**src/rtl/xy_agu_pkg.sv**
```systemverilog
package xy_agu_pkg;

    typedef enum logic [1:0] {
        MODE_LIN  = 2'd0,
        MODE_OFS  = 2'd1,
        MODE_CIRC = 2'd2,
        MODE_BREV = 2'd3
    } upd_mode_t;

    typedef enum logic [1:0] {
        FLD_PTR  = 2'd0,
        FLD_STEP = 2'd1,
        FLD_BASE = 2'd2,
        FLD_LEN  = 2'd3
    } cfg_field_t;

    localparam int unsigned NACC = 3;
    localparam int unsigned ACC_A = 0;
    localparam int unsigned ACC_B = 1;
    localparam int unsigned ACC_W = 2;

endpackage

```
**src/rtl/xy_agu_brev_add.sv**
```systemverilog
module xy_agu_brev_add #(
    parameter int unsigned W = 16
) (
    input  logic [W-1:0] a,
    input  logic [W-1:0] b,
    output logic [W-1:0] y
);
    logic [W-1:0] ra;
    logic [W-1:0] rb;
    logic [W-1:0] rs;

    always_comb begin
        for (int i = 0; i < W; i++) begin
            ra[i] = a[W-1-i];
            rb[i] = b[W-1-i];
        end
        rs = ra + rb;
        for (int i = 0; i < W; i++) begin
            y[i] = rs[W-1-i];
        end
    end
endmodule

```
**src/rtl/xy_agu_step.sv**
```systemverilog
module xy_agu_step
    import xy_agu_pkg::*;
#(
    parameter int unsigned AW = 16
) (
    input  logic [AW-1:0] cur,
    input  logic [AW-1:0] step,
    input  logic [AW-1:0] base,
    input  logic [AW-1:0] len,
    input  logic [1:0]    mode,
    output logic [AW-1:0] nxt
);
    localparam int unsigned XW = AW + 2;

    logic [AW-1:0]        brev_sum;
    logic signed [XW-1:0] raw;
    logic signed [XW-1:0] lo;
    logic signed [XW-1:0] hi;
    logic signed [XW-1:0] sz;
    logic signed [XW-1:0] wrapped;

    xy_agu_brev_add #(.W(AW)) u_brev (
        .a (cur),
        .b (step),
        .y (brev_sum)
    );

    always_comb begin
        raw     = $signed({2'b00, cur}) + $signed({{2{step[AW-1]}}, step});
        lo      = $signed({2'b00, base});
        sz      = $signed({2'b00, len});
        hi      = lo + sz;
        wrapped = raw;
        if (raw >= hi) begin
            wrapped = raw - sz;
        end else if (raw < lo) begin
            wrapped = raw + sz;
        end

        unique case (upd_mode_t'(mode))
            MODE_LIN:  nxt = cur + AW'(1);
            MODE_OFS:  nxt = cur + step;
            MODE_CIRC: nxt = wrapped[AW-1:0];
            MODE_BREV: nxt = brev_sum;
            default:   nxt = cur;
        endcase
    end
endmodule

```
**src/rtl/xy_agu.sv**
```systemverilog
module xy_agu
    import xy_agu_pkg::*;
#(
    parameter int unsigned AW    = 16,
    parameter int unsigned NPAIR = 4,
    localparam int unsigned NPTR = 2 * NPAIR,
    localparam int unsigned IW   = $clog2(NPTR)
) (
    input  logic          clk,
    input  logic          rst_n,
    input  logic          cfg_we,
    input  logic [1:0]    cfg_field,
    input  logic [IW-1:0] cfg_idx,
    input  logic [AW-1:0] cfg_data,
    input  logic          rd_a_en,
    input  logic [IW-1:0] rd_a_sel,
    input  logic [1:0]    rd_a_mode,
    input  logic          rd_b_en,
    input  logic [IW-1:0] rd_b_sel,
    input  logic [1:0]    rd_b_mode,
    input  logic          wr_en,
    input  logic [IW-1:0] wr_sel,
    input  logic [1:0]    wr_mode,
    output logic          rd_a_vld,
    output logic          rd_a_bank,
    output logic [AW-1:0] rd_a_addr,
    output logic          rd_b_vld,
    output logic          rd_b_bank,
    output logic [AW-1:0] rd_b_addr,
    output logic          rd_dual,
    output logic          wr_vld,
    output logic          wr_bank,
    output logic [AW-1:0] wr_addr
);
    typedef struct packed {
        logic [NPTR-1:0][AW-1:0] ptr;
        logic [NPTR-1:0][AW-1:0] step;
        logic [NPTR-1:0][AW-1:0] base;
        logic [NPTR-1:0][AW-1:0] len;
        logic [NACC-1:0]         vld;
        logic [NACC-1:0]         bank;
        logic [NACC-1:0][AW-1:0] addr;
        logic                    dual;
    } agu_state_t;

    agu_state_t st_d, st_q;

    logic [NACC-1:0]          acc_en;
    logic [NACC-1:0][IW-1:0]  acc_sel;
    logic [NACC-1:0][1:0]     acc_mode;
    logic [NACC-1:0][AW-1:0]  acc_cur;
    logic [NACC-1:0][AW-1:0]  acc_nxt;

    assign acc_en   = {wr_en, rd_b_en, rd_a_en};
    assign acc_sel  = {wr_sel, rd_b_sel, rd_a_sel};
    assign acc_mode = {wr_mode, rd_b_mode, rd_a_mode};

    for (genvar k = 0; k < NACC; k++) begin : g_acc
        assign acc_cur[k] = st_q.ptr[acc_sel[k]];
        xy_agu_step #(.AW(AW)) u_step (
            .cur  (acc_cur[k]),
            .step (st_q.step[acc_sel[k]]),
            .base (st_q.base[acc_sel[k]]),
            .len  (st_q.len[acc_sel[k]]),
            .mode (acc_mode[k]),
            .nxt  (acc_nxt[k])
        );
    end

    always_comb begin
        st_d = st_q;
        for (int k = 0; k < NACC; k++) begin
            st_d.vld[k] = acc_en[k];
            if (acc_en[k]) begin
                st_d.bank[k] = acc_sel[k][IW-1];
                st_d.addr[k] = acc_cur[k];
            end
        end
        st_d.dual = rd_a_en && rd_b_en && (rd_a_sel[IW-1] == rd_b_sel[IW-1]);

        // ascending order: later port overrides earlier on a shared pointer
        for (int k = 0; k < NACC; k++) begin
            if (acc_en[k]) begin
                st_d.ptr[acc_sel[k]] = acc_nxt[k];
            end
        end

        if (cfg_we) begin
            unique case (cfg_field_t'(cfg_field))
                FLD_PTR:  st_d.ptr[cfg_idx]  = cfg_data;
                FLD_STEP: st_d.step[cfg_idx] = cfg_data;
                FLD_BASE: st_d.base[cfg_idx] = cfg_data;
                FLD_LEN:  st_d.len[cfg_idx]  = cfg_data;
                default:  ;
            endcase
        end
    end

    always_ff @(posedge clk) begin
        if (!rst_n) begin
            st_q <= '0;
        end else begin
            st_q <= st_d;
        end
    end

    assign rd_a_vld  = st_q.vld[ACC_A];
    assign rd_a_bank = st_q.bank[ACC_A];
    assign rd_a_addr = st_q.addr[ACC_A];
    assign rd_b_vld  = st_q.vld[ACC_B];
    assign rd_b_bank = st_q.bank[ACC_B];
    assign rd_b_addr = st_q.addr[ACC_B];
    assign wr_vld    = st_q.vld[ACC_W];
    assign wr_bank   = st_q.bank[ACC_W];
    assign wr_addr   = st_q.addr[ACC_W];
    assign rd_dual   = st_q.dual;
endmodule

```
**config.mk**
```make
export PLATFORM = sky130hd
export DESIGN_NAME = xy_agu
export DESIGN_NICKNAME = d
export VERILOG_FILES = /design/src/rtl/xy_agu_pkg.sv /design/src/rtl/xy_agu_brev_add.sv /design/src/rtl/xy_agu_step.sv /design/src/rtl/xy_agu.sv
export SDC_FILE = /design/constraint.sdc
export NUM_CORES = 2
export LEC_CHECK = 0
export BUFFER_PORTS_ARGS = -buffer_cell sky130_fd_sc_hd__buf_4
export CORE_MARGIN = 4
export CORE_UTILIZATION = 60
export CTS_CLUSTER_DIAMETER = 100
export DETAILED_ROUTE_END_ITERATION = 8
export PLACE_DENSITY_LB_ADDON = 0.15
export SLEW_MARGIN = 5
export SYNTH_ARGS = -nofsm -noshare
export SYNTH_HDL_FRONTEND = slang
export SYNTH_SLANG_ARGS = --single-unit
export TNS_END_PERCENT = 1
```
**constraint.sdc**
```tcl
create_clock -name clk -period 12.77 [get_ports clk]
set_input_delay 2.554 -clock clk [delete_from_list [all_inputs] [get_ports clk]]
set_output_delay 2.554 -clock clk [all_outputs]
set_load 0.01 [all_outputs]
```
# Word level (Yosys, flattened, before mapping)
# Cells that the tools add are included.
[classes]
n_addsub = 21
n_lt_le_gt_ge = 14
eq_ne = 13
mux = 56
n_reduce_logical = 13
[ops]
columns = ["cell", "count"]
rows = [
  ["128-bit bitwise mux", 7],
  ["128-bit two-way mux", 7],
  ["16-bit binary-select mux with 3-bit select", 12],
  ["512-bit two-way mux", 1],
  ["16-bit two-way mux", 22],
  ["16-bit demux with 3-bit select", 4],
  ["16-bit one-hot mux with 4 select lines", 3],
  ["16-bit adder", 9],
  ["17-bit by 16-bit adder with 18-bit output", 3],
  ["18-bit >= comparator", 3],
  ["18-bit by 17-bit < comparator with 1-bit output", 3],
  ["16-bit by 16-bit adder with 17-bit output", 3],
  ["16-bit by 1-bit adder with 16-bit output (second input constant)", 3],
  ["16-bit subtractor", 3],
  ["2-bit equality test (second input constant)", 8],
  ["3-bit by 4-bit < comparator with 1-bit output (second input constant)", 4],
  ["3-bit by 1-bit >= comparator with 1-bit output (second input constant)", 4],
  ["2-bit by 1-bit equality test with 1-bit output (second input constant)", 4],
  ["2-bit logical NOT", 4],
  ["1-bit logical AND", 6],
  ["2-bit AND reduction", 3],
  ["1-bit equality test", 1],
]
[totals]
reg_bits = 567
in_bits = 42

# Depth between registers and ports, before layout
[logic_depth]
depth_word = 16
mapped_depth = 43
depth_no_buf = 34

# Cells and area by module
# Synthesis repeated with hierarchy kept, for this count alone.
[hier_totals]
cells_unflattened = 6607
area_unflattened_um2 = 54405.9
[by_module_without_submodules]
columns = ["mod", "n_inst", "cells_per_inst", "area_per_inst_um2"]
rows = [
  ["xy_agu", 1, 4242, 37489.7],
  ["xy_agu_step (g_acc[0].u_step ...)", 2, 666, 4715.8],
  ["xy_agu_step (g_acc[1].u_step)", 1, 721, 5067.4],
  ["xy_agu_brev_add", 3, 104, 805.8],
]

# Least setup slack after synthesis
# No wires, ideal clock.
[synth_timing]
path_kind = "input port to flip-flop"
start = "in wr_sel[0]"
end = "reg st_q[477] (netlist name)"
setup_time_ns = 0.126
arrival_ns = 10.502
setup_slack_ns = 2.142
stages = 40
path_buffers = 9
path_cell_list = "buf_4 buf_4 buf_1 clkbuf_1 clkbuf_1 buf_1 clkbuf_1 mux2_2 a21oi_1 o21ai_0 ha_1 fa_1 a21o_1 a21oi_1 o21bai_1 a21oi_1 o21bai_1 a21oi_1 [... 4 more ...] a21oi_1 o21ai_0 xnor2_1 ha_1 and4_1 a2111oi_0 o21ai_0 a22oi_1 o31ai_1 and2_1 buf_2 clkbuf_1 nand3_1 o21ai_0 a221oi_2 nor2_1 a311oi_1 a21oi_1"
[synth_between]
elab_chain_cells = 12
word_cells_on_any_way = 30
classes_between = "add/sub (7); order compare (4); mux (18); reduce/logical (1)"
[synth_lines]
columns = ["item", "line_no", "source"]
rows = [
  ["from (decl)", "xy_agu.sv:22", "input logic [IW-1:0] wr_sel,"],
  ["16-bit binary-select mux with 3-bit select (on tied branches)", "xy_agu.sv:59, xy_agu.sv:62", ""],
  ["16-bit two-way mux (on tied branches)", "xy_agu.sv:59, xy_agu.sv:62", ""],
  ["17-bit by 16-bit adder with 18-bit output", "xy_agu_step.sv:29", "raw = $signed({2'b00, cur}) + $signed({{2{step[AW-1]}}, step});"],
  ["16-bit adder / 18-bit by 17-bit < comparator with 1-bit output (equally long branches)", "xy_agu_step.sv:37, xy_agu_step.sv:36", ""],
  ["16-bit two-way mux", "xy_agu_step.sv:36", "end else if (raw < lo) begin"],
  ["16-bit two-way mux", "xy_agu_step.sv:34", "if (raw >= hi) begin"],
  ["16-bit one-hot mux with 4 select lines", "xy_agu_step.sv:40", "unique case (upd_mode_t'(mode))"],
  ["128-bit bitwise mux *", "xy_agu.sv:84", "st_d.ptr[acc_sel[k]] = acc_nxt[k];"],
  ["128-bit two-way mux *", "xy_agu.sv:83", "if (acc_en[k]) begin"],
  ["128-bit bitwise mux", "xy_agu.sv:90", "FLD_PTR: st_d.ptr[cfg_idx] = cfg_data;"],
  ["128-bit two-way mux", "xy_agu.sv:89", "unique case (cfg_field_t'(cfg_field))"],
  ["512-bit two-way mux *", "xy_agu.sv:88", "if (cfg_we) begin"],
  ["to (signal assigned)", "xy_agu.sv:103", "st_q <= st_d;"],
  ["to (decl)", "xy_agu.sv:46", "agu_state_t st_d, st_q;"],
]
# Mark *: on every way between the ends. The rest lies on a longest branch, timed or not. The select of a mux whose other input is x is not followed.
# A chain may end at the register's enable or synchronous reset.

# Worst setup path after layout
[layout_timing]
start = "in wr_sel[0]"
end = "reg st_q[455] (netlist name)"
# Same word-level chain as after synthesis.

==> flow_summary.json <==
{
  "coreArea_mm2": 0.0855,
  "max_stage_delay_ns": 0.96,
  "antenna_found_initial": 16,
  "vias_per_cell": 7.02,
  "crit_path_end": "st_q[455]",
  "wl_per_cell_um": 28.9,
  "cts_post_setup_buffers_inserted": 0,
  "reg2reg_slack_ns": 4.42,
  "worst_pin_slew_ns": 1.42,
  "crit_type": "input pin to flip-flop",
  "syn_nets": 7036,
  "place_inst": 7479,
  "ant_nets": 0,
  "clockRootBuffer": "clkbuf_16",
  "groute.usage.overall_pct": 46.5,
  "dp_slack_ns": 1.80,
  "power_density_mw_per_mm2": 107,
  "max_cap_violations": 0,
  "grt_max_degree": 211,
  "synth.most_common_cell": "nand2_1",
  "dieArea_mm2": 0.0915,
  "ys_async_sr_fraction_pct": 0,
  "path_common_cell": "o21ai_0",
  "grt_pass1_wl_mm": 319,
  "numCtsBuffers": 71,
  "r2r_cells": 33,
  "setup_tns_ns": 0,
  "ctsResizeCount": 0,
  "syn_area_per_cell_um2": 7.82,
  "overflow": 0,
  "p_leak_nw": 22.4,
  "synth_edf_count": 0,
  "synth_ff_type": "dfxtp_1",
  "gp_congestion": 1.04,
  "clk-insertion-delay-late_ns": 0.69,
  "nFillCells": 7582,
  "yosysTopAreaCell": "dfxtp_1",
  "die_y_um": 303,
  "cts_hold_buf": 0,
  "vias": 53549,
  "critPathArrivalTime_ns": 11.31,
  "nets": 6792,
  "yosysTopAreaCellShare_pct": 21.8,
  "ir_drop_uv": 122,
  "fin_ws_ns": 2.04,
  "fin_skew_ns": 0.0556,
  "synth.distinct_cells": 105,
  "synth_common_cells": "nand2_1 (1,096), a21oi_1 (790), nor2_1 (613), dfxtp_1 (567), clkbuf_1 (378)",
  "cts-htree-levels": 3,
  "max_freq_mhz": 93.2,
  "relSlewSlack_pct": 4.41,
  "synth_seq_cells": 567,
  "start_util_pct": 60.8,
  "status": "finished, violations left",
  "firstDrtPassIters": 9,
  "drive_gt1_share_pct": 13.3,
  "routed_wl_mm": 220,
  "synth_cells": 6652,
  "cts_buffer_depth": 3,
  "cp-startpoint": "wr_sel[0]",
  "syn-cell-area_mm2": 0.0520,
  "r2r_end": "st_q[455]",
  "cts_tree": "yes",
  "yosysSeqAreaShare_pct": 21.8,
  "worst_path_max_delay_cell": "mux2i_1",
  "ios": 97,
  "slew_viol_final": 0,
  "grt_pass1_vias": 49647,
  "areaGrowthSynthToFinish_pct": 6.83,
  "port_buffers": 96,
  "setup_viol": 0,
  "hpwlAfterDp_mm": 156,
  "min_period_ns": 10.73,
  "final_hold_viol_count": 0,
  "fp.dieW_um": 303,
  "critPathMaxFanout": 94,
  "hold_class": "flip-flop to flip-flop",
  "startpoint_type": "input pin",
  "clock_sinks": 567,
  "rsz0062_at_grt": "no",
  "endpoint_kind": "flip-flop",
  "synthTopCellsByArea": "dfxtp_1 (22%), mux4_2 (11%), nand2_1 (7.9%)",
  "violations": "DRC",
  "final_cells": 7623,
  "timing.hold.ws_ns": 0.474,
  "drtIter0Drc": 7274,
  "required_ns": 13.35,
  "rows": 107,
  "fin_crit_sh_pct": 84.0,
  "clk_pin_slew_ns": 0.06,
  "post-route-drc-count": 1,
  "yosysWarnings": 0
}
[kinds of logic after synthesis]
family	count (synthesis)	synth area share (%)
DFF	567	21.8
buffers and inverters	758	5.92
muxes	627	18.6
AOI/OAI and AO/OA	1856	22.6
xor gates and xnor gates	191	3.24
and+or+nand+nor	2309	19.3
adders and majority gates	344	8.52
[cell type report]
class | instances | area [µm²] | area share [%]
Antenna cell | 14 | 35.0 | 0.0630
Clock buffer | 100 | 2080 | 3.74
Clock inverter | 30 | 439 | 0.790
Inverter | 232 | 878 | 1.58
Multi-Input combinational cell | 5327 | 37700 | 67.8
Sequential cell | 567 | 11400 | 20.4
Tap cell | 1144 | 1430 | 2.57
Timing Repair Buffer | 209 | 1680 | 3.02
[power breakdown]
part | internal [mW] | switching [mW] | total (mW)
logic | 0.626 | 1.24 | 1.87
registers | 1.82 | 0.0562 | 1.88
clock network | 1.29 | 0.919 | 2.21
[worst min-delay path by stage]
stage                   start        end  depth (start not counted)
global route        rd_a_bank  rd_a_bank                          2
CTS                 rd_a_bank  rd_a_bank                          2
finish              rd_a_bank  rd_a_bank                          2
global placement    rd_a_bank  rd_a_bank                          2
detailed placement  rd_a_bank  rd_a_bank                          2
floorplan           flip-flop  flip-flop                          2
[routing by layer]
layer  part of all wire [%]  global-route usage (%)
met1                     35                    55.5
met4                    7.7                    30.1
met5                  0.038                       0
met2                     41                    66.9
met3                     16                    21.9
[per-stage QoR]
stage               utilization [%]  power, mW  cell area, µm²
finish                         65.0       5.96           55600
global route                   64.9       6.11           55600
CTS                            64.9       5.85           55600
detailed placement             62.0       3.68           53000
global placement               62.0       3.66           53000
floorplan                         -       3.12           52000
[layout by cell type (no fill, tap or decap), types with 42 or more instances in the layout]
cell and count:
o211ai_1 44, a211oi_1 72, o221ai_1 64, a21o_1 85, nand2b_1 45, dfxtp_1 567, mux4_2 248, nor3b_1 54
xor2_1 57, buf_4 196, nand2_1 1095, nor2b_1 63, clkbuf_16 72, xnor2_1 133, and2_1 47, mux2i_1 194
nor2_1 596, mux2_2 178, inv_1 229, ha_1 324, a21oi_1 790, nand3_1 65, nor3_1 137, and3_1 42
a221oi_1 55, o21bai_1 47, o21ai_0 280, o22ai_1 58
[critical path, delay by kind of cell]
family	cells	cell delay, ns
buffers and inverters	4	1.51
AOI/OAI and AO/OA	17	3.34
and+or+nand+nor	7	1.47
muxes	3	1.43
adders and majority gates	2	0.78
xor gates and xnor gates	1	0.16
No activity file was read; power rests on OpenSTA's default activity.
